===== src/rtl/gpio_bank_pkg.sv =====
package gpio_bank_pkg;
  localparam int REG_ADDR_W = 4;

  localparam logic [REG_ADDR_W-1:0] REG_DIR  = 4'd0;
  localparam logic [REG_ADDR_W-1:0] REG_OUT  = 4'd1;
  localparam logic [REG_ADDR_W-1:0] REG_SET  = 4'd2;
  localparam logic [REG_ADDR_W-1:0] REG_CLR  = 4'd3;
  localparam logic [REG_ADDR_W-1:0] REG_IN   = 4'd4;
  localparam logic [REG_ADDR_W-1:0] REG_RISE = 4'd5;
  localparam logic [REG_ADDR_W-1:0] REG_FALL = 4'd6;
  localparam logic [REG_ADDR_W-1:0] REG_STAT = 4'd7;

  typedef enum logic [2:0] {
    RD_ZERO, RD_DIR, RD_OUT, RD_IN, RD_RISE, RD_FALL, RD_STAT
  } rdSel_e;

  typedef struct packed {
    logic wrDir;
    logic wrOut;
    logic wrSet;
    logic wrClr;
    logic wrRise;
    logic wrFall;
    logic wrStat;
  } regStrobe_t;
endpackage


===== src/rtl/gpio_bank_sync.sv =====
module gpio_bank_sync #(
  parameter int WIDTH  = 16,
  parameter int STAGES = 2
) (
  input  logic             clk,
  input  logic             rstN,
  input  logic [WIDTH-1:0] asyncIn,
  output logic [WIDTH-1:0] syncOut
);
  logic [STAGES-1:0][WIDTH-1:0] chain;

  genvar s;
  generate
    for (s = 0; s < STAGES; s++) begin : g_stage
      if (s == 0) begin : g_first
        always_ff @(posedge clk) begin
          if (!rstN) chain[0] <= '0;
          else       chain[0] <= asyncIn;
        end
      end else begin : g_next
        always_ff @(posedge clk) begin
          if (!rstN) chain[s] <= '0;
          else       chain[s] <= chain[s-1];
        end
      end
    end
  endgenerate

  assign syncOut = chain[STAGES-1];
endmodule


===== src/rtl/gpio_bank_ctl.sv =====
module gpio_bank_ctl
  import gpio_bank_pkg::*;
(
  input  logic                  busWrEn,
  input  logic [REG_ADDR_W-1:0] busAddr,
  output regStrobe_t            strobe,
  output rdSel_e                rdSel
);
  always_comb begin
    strobe = '0;
    rdSel  = RD_ZERO;
    case (busAddr)
      REG_DIR:  begin strobe.wrDir  = busWrEn; rdSel = RD_DIR;  end
      REG_OUT:  begin strobe.wrOut  = busWrEn; rdSel = RD_OUT;  end
      REG_SET:  begin strobe.wrSet  = busWrEn; end
      REG_CLR:  begin strobe.wrClr  = busWrEn; end
      REG_IN:   begin rdSel = RD_IN; end
      REG_RISE: begin strobe.wrRise = busWrEn; rdSel = RD_RISE; end
      REG_FALL: begin strobe.wrFall = busWrEn; rdSel = RD_FALL; end
      REG_STAT: begin strobe.wrStat = busWrEn; rdSel = RD_STAT; end
      default:  begin rdSel = RD_ZERO; end
    endcase
  end
endmodule


===== src/rtl/gpio_bank_dp.sv =====
module gpio_bank_dp
  import gpio_bank_pkg::*;
#(
  parameter int                   PIN_COUNT       = 16,
  parameter logic [PIN_COUNT-1:0] INPUT_ONLY_MASK = '0
) (
  input  logic                 clk,
  input  logic                 rstN,
  input  regStrobe_t           strobe,
  input  rdSel_e               rdSel,
  input  logic [PIN_COUNT-1:0] wdata,
  input  logic [PIN_COUNT-1:0] setPort,
  input  logic [PIN_COUNT-1:0] clrPort,
  input  logic [PIN_COUNT-1:0] pinSync,
  output logic [PIN_COUNT-1:0] rdData,
  output logic [PIN_COUNT-1:0] dirQ,
  output logic [PIN_COUNT-1:0] outQ,
  output logic [PIN_COUNT-1:0] statQ,
  output logic [PIN_COUNT-1:0] dmaQ
);
  logic [PIN_COUNT-1:0] setVec, clrVec, ackVec;
  logic [PIN_COUNT-1:0] riseEn, fallEn, prevQ, edgeHit;

  assign setVec = (strobe.wrSet ? wdata : '0) | setPort;
  assign clrVec = (strobe.wrClr ? wdata : '0) | clrPort;
  assign ackVec = strobe.wrStat ? wdata : '0;

  genvar i;
  generate
    for (i = 0; i < PIN_COUNT; i++) begin : g_pin
      if (INPUT_ONLY_MASK[i]) begin : g_inOnly
        assign dirQ[i] = 1'b0;
        assign outQ[i] = 1'b0;
      end else begin : g_io
        logic dirBit, outBit;
        always_ff @(posedge clk) begin
          if (!rstN) begin
            dirBit <= 1'b0;
            outBit <= 1'b0;
          end else begin
            if (strobe.wrDir) dirBit <= wdata[i];
            if (strobe.wrOut)    outBit <= wdata[i];
            else if (clrVec[i])  outBit <= 1'b0;
            else if (setVec[i])  outBit <= 1'b1;
          end
        end
        assign dirQ[i] = dirBit;
        assign outQ[i] = outBit;
      end
    end
  endgenerate

  assign edgeHit = (pinSync & ~prevQ & riseEn) | (~pinSync & prevQ & fallEn);

  always_ff @(posedge clk) begin
    if (!rstN) begin
      riseEn <= '0;
      fallEn <= '0;
      prevQ  <= '0;
      statQ  <= '0;
      dmaQ   <= '0;
    end else begin
      if (strobe.wrRise) riseEn <= wdata;
      if (strobe.wrFall) fallEn <= wdata;
      prevQ <= pinSync;
      statQ <= (statQ & ~ackVec) | edgeHit;
      dmaQ  <= edgeHit;
    end
  end

  always_comb begin
    case (rdSel)
      RD_DIR:  rdData = dirQ;
      RD_OUT:  rdData = outQ;
      RD_IN:   rdData = pinSync;
      RD_RISE: rdData = riseEn;
      RD_FALL: rdData = fallEn;
      RD_STAT: rdData = statQ;
      default: rdData = '0;
    endcase
  end
endmodule


===== src/rtl/gpio_bank.sv =====
module gpio_bank
  import gpio_bank_pkg::*;
#(
  parameter int                   PIN_COUNT       = 16,
  parameter logic [PIN_COUNT-1:0] INPUT_ONLY_MASK = 16'hC000,
  parameter int                   SYNC_STAGES     = 2
) (
  input  logic                  clk,
  input  logic                  rstN,
  input  logic                  busWrEn,
  input  logic [REG_ADDR_W-1:0] busAddr,
  input  logic [PIN_COUNT-1:0]  busWdata,
  output logic [PIN_COUNT-1:0]  busRdata,
  input  logic [PIN_COUNT-1:0]  outSet,
  input  logic [PIN_COUNT-1:0]  outClr,
  input  logic [PIN_COUNT-1:0]  pinIn,
  output logic [PIN_COUNT-1:0]  pinOut,
  output logic [PIN_COUNT-1:0]  pinOe,
  output logic [PIN_COUNT-1:0]  irq,
  output logic [PIN_COUNT-1:0]  dmaEvt
);
  regStrobe_t           strobe;
  rdSel_e               rdSel;
  logic [PIN_COUNT-1:0] pinSync;

  gpio_bank_sync #(.WIDTH(PIN_COUNT), .STAGES(SYNC_STAGES)) u_sync (
    .clk(clk), .rstN(rstN), .asyncIn(pinIn), .syncOut(pinSync)
  );

  gpio_bank_ctl u_ctl (
    .busWrEn(busWrEn), .busAddr(busAddr), .strobe(strobe), .rdSel(rdSel)
  );

  gpio_bank_dp #(.PIN_COUNT(PIN_COUNT), .INPUT_ONLY_MASK(INPUT_ONLY_MASK)) u_dp (
    .clk(clk), .rstN(rstN), .strobe(strobe), .rdSel(rdSel), .wdata(busWdata),
    .setPort(outSet), .clrPort(outClr), .pinSync(pinSync), .rdData(busRdata),
    .dirQ(pinOe), .outQ(pinOut), .statQ(irq), .dmaQ(dmaEvt)
  );
endmodule


===== config.mk =====
export PLATFORM = sky130hd
export DESIGN_NAME = gpio_bank
export DESIGN_NICKNAME = d
export VERILOG_FILES = /design/src/rtl/gpio_bank_pkg.sv /design/src/rtl/gpio_bank_sync.sv /design/src/rtl/gpio_bank_ctl.sv /design/src/rtl/gpio_bank_dp.sv /design/src/rtl/gpio_bank.sv
export SDC_FILE = /design/constraint.sdc
export NUM_CORES = 1
export LEC_CHECK = 0
export ABC_AREA = 1
export CAP_MARGIN = 20
export CORE_MARGIN = 2
export CORE_UTILIZATION = 39
export DETAILED_ROUTE_END_ITERATION = 7
export GPL_TIMING_DRIVEN = 0
export PLACE_DENSITY = 0.61
export SKIP_CTS_REPAIR_TIMING = 1
export SLEW_MARGIN = 25
export SYNTH_ARGS = -nofsm -noshare
export SYNTH_HDL_FRONTEND = slang
export SYNTH_SLANG_ARGS = --single-unit

===== constraint.sdc =====
create_clock -name clk -period 1.8 [get_ports clk]
set_clock_uncertainty 0.2 [all_clocks]
set_input_delay 0.27 -clock clk [delete_from_list [all_inputs] [get_ports clk]]
set_output_delay 0.27 -clock clk [all_outputs]
set_load 0.03 [all_outputs]

==> run_results.csv <==
group,metric,value,unit
power_and_ir_drop,total_power,7.28,mW
logic_synthesis,post-synth-top-count-cell,"nand2_1",
logic_synthesis,yosys_warnings,0,
cts,cts_max_level,4,
setup_path,path_max_fanout,6,
power_and_ir_drop,swShare,0.272,
cells_and_area,multi_input_area,0.00287,mm2
cells_and_area,drive_above_1_share,0.179,
cells_and_area,nets,1237,
timing,min_period,1910,ps
logic_synthesis,ys_ff_latch,140,
timing,rsz0062_at_grt,"yes",
power_and_ir_drop,p_seq_frac,0.443,
timing,finalCritPeriodShare,1.06,
cts,cts_buffers,17,
outcome,status,"complete, but fails checks",
die,die_y,133,um
logic_synthesis,synth_cells,980,
setup_path,end_kind,"primary output",
grt,antenna_found_initial,0,
logic_synthesis,synth-edff-count,0,
die,start_util,0.396,
detailed_routing,first_pass_iters,5,
power_and_ir_drop,p_leak,5.48,nW
place,port_buffers,140,
cts,clockRootBuffer,"clkbuf_16",
setup_path,critical-path-top-delay-family,"buffers and inverters",
detailed_routing,avgViaCountPerCell,4.72,
hold_path,min_from,"rstN",
setup_path,r2r_cells,6,
hold_path,hold_end,"u_dp.g_pin[6].g_io.dirBit",
grt,grt_max_degree,17,
power_and_ir_drop,power.internal,5.31,mW
logic_synthesis,ys_top_cells_by_count,"264 x nand2_1, 146 x inv_1, 140 x dfxtp_1",
setup_path,crit_required,1330,ps
power_and_ir_drop,comb_power_share,0.121,
cts,clk_pin_slew,60,ps
setup_path,r2r_end,"u_dp.dmaQ[8]",
timing,worst_slew_pin_slew,757,ps
logic_synthesis,yosysUniqueCellTypes,20,
logic_synthesis,syn_area,0.00650,mm2
timing,setup_ws,-114,ps
logic_synthesis,synth_largest_area_cell,"dfxtp_1",
timing,whs,26.3,ps
cts,clock_latency,430,ps
setup_path,crit_chain,"buf_12, clkinv_8, nand2_8, buf_12, nor2_4, buf_6, buf_6, buf_6, nand2_2, nand2_1, inv_1, nand2_2, buf_6",
detailed_routing,drt-total-wl,21700,um
setup_path,criticalPathCategory,"input port to primary output",
grt,grtUsageMet2,0.374,
logic_synthesis,syn_avg_cell_area,6.63,um2
logic_synthesis,synth_area_leaders,"dfxtp_1 43%, nand2_1 15%, inv_1 8.4%",
die,num_io_pins,151,
die,fp.coreArea,0.0164,mm2
logic_synthesis,netlist.area_leader.share,0.431,
power_and_ir_drop,pwr-share-clk,0.436,
detailed_routing,drt_iter0_drc,439,
detailed_routing,drc_errors,0,
logic_synthesis,async_reset_ff_frac,0,
power_and_ir_drop,p_switching,1.98,mW
setup_path,max_stage_delay,160,ps
cells_and_area,n_fill_cell,1569,
logic_synthesis,synthFlopType,"dfxtp_1",
setup_path,cp-start-kind,"input port",
place,dp_hpwl,15100,um
cts,tritoncts,"yes",
hold_path,hold_depth,3,
detailed_routing,wl_per_cell,15.5,um
hold_path,min_path_type,"input port to register",
power_and_ir_drop,ir_worst_vdd,0.694,mV
cts,cts_buffer_depth,2,
grt,grtUsageMet3,0.0540,
setup_path,crit_arrival,1440,ps
cts,clkSinkCount,140,
power_and_ir_drop,power.density,764,mW/mm2
cells_and_area,stdcell_area,0.00953,mm2
die,die_area,0.0177,mm2
cells_and_area,area_growth_syn_to_layout,46.6,%
grt,grt_pass1_vias,5896,
grt,busiest_layer,"met2",
outcome,violations,"setup timing",
grt,grt_util_all_layers,0.234,
setup_path,cp_num_cells,13,
place,place_congestion,0.883,
logic_synthesis,yosysSeqAreaShare,0.431,
timing,slew_violations,0,
detailed_routing,num_vias,6605,
timing,max_freq,0.523,GHz
run,cap_violations,0,
timing,hold_viol,0,
cells_and_area,seqCellArea,0.00281,mm2
timing,max-slew-margin-rel,0.496,
setup_path,r2r_start,"u_sync.syncOut[8]",
grt,grt_use_met1,0.313,
setup_path,crit_top_cell,"buf_6",
setup_path,r2r_slack,710,ps
place,placed_area,0.00819,mm2
setup_path,worst_path_max_delay_cell,"buf_6",
grt,gr-total-overflow,0,
cells_and_area,final_util,0.581,
detailed_routing,postRouteAntennaNets,0,
die,row_count,47,
die,die-width,133,um
grt,grt_pass1_wl,31700,um
cells_and_area,num_antenna_cells,0,
timing,final-setup-viol-count,10,
place,pre_cts_ws,-1350,ps
setup_path,crit_buf_inv,8,
[tightest hold or removal path, stage by stage]
cell and delay, ps:
buf_2 160, inv_2 130, a21oi_1 50
[through the flow]
stage	TNS [ps]	instances
6_report	-417	1399
5_1_grt	-970	1399
4_1_cts	-31580	1375
3_5_place_dp	-44990	1343
3_3_place_gp	-44320	1343
2_1_floorplan	0	983
[power groups by stage]
stage               sequential (mW)  combinational [mW]  clock [mW]
floorplan                      3.28               0.403           0
global route                   3.23               0.945        3.34
detailed placement             3.29               0.773           0
CTS                            3.22               0.777        3.19
global placement               3.29               0.771           0
finish                         3.23               0.880        3.18
[layout by cell type, fill, tap and decap left out, types with 29 or more instances in the layout]
cell / synthesis / final
a21oi_1: 75 / 75
dlymetal6s2s_1: 0 / 60
buf_6: 0 / 29
nand2_1: 264 / 234
clkdlybuf4s50_1: 0 / 60
nor2_1: 89 / 83
nand3_1: 106 / 106
inv_1: 146 / 143
dfxtp_1: 140 / 137
nand4_1: 30 / 30
buf_4: 37 / 55
[layout make-up]
cell class | count | area share
multi-input cells | 604 | 0.301
flip-flops and latches | 140 | 0.294
repair buffers | 164 | 0.194
inverters | 155 | 0.0645
plain buffers | 84 | 0.0622
clock buffers | 19 | 0.0454
well taps | 220 | 0.0289
clock inverters | 13 | 0.00985
[per-layer routing]
| metal | vias up | part of all wire |
|---|---|---|
| li1 | 3365 | - |
| met1 | 2926 | 0.44 |
| met2 | 278 | 0.46 |
| met3 | 36 | 0.075 |
| met4 | 0 | 0.025 |
| met5 | - | 0 |
[cells by family after synthesis]
family                 after synthesis  synth area share
AOI/OAI and AO/OA                  101            0.0778
buffers and inverters              239             0.164
DFF                                140             0.431
other                                1          0.000577
and+or+nand+nor                    499             0.326
[worst max path at each step]
stage	startpoint	slack, ps	endpoint
floorplan	busAddr[2]	140	busRdata[11]
global route	busAddr[1]	-140	busRdata[9]
detailed placement	busAddr[2]	-1350	busRdata[6]
CTS	busAddr[2]	-1360	busRdata[6]
finish	busAddr[1]	-110	busRdata[9]
global placement	busAddr[2]	-1350	busRdata[8]
[sequential cells by signal, summed over array words and instances, names as in the netlist]
register	cells
u_dp.fallEn	16
u_dp.dmaQ	16
u_sync.chain	16
u_sync.syncOut	16
u_dp.g_pin.g_io.dirBit	14
u_dp.statQ	16
u_dp.g_pin.g_io.outBit	14
u_dp.riseEn	16
u_dp.prevQ	16
Note: power is estimated with default switching activity, not from simulation.
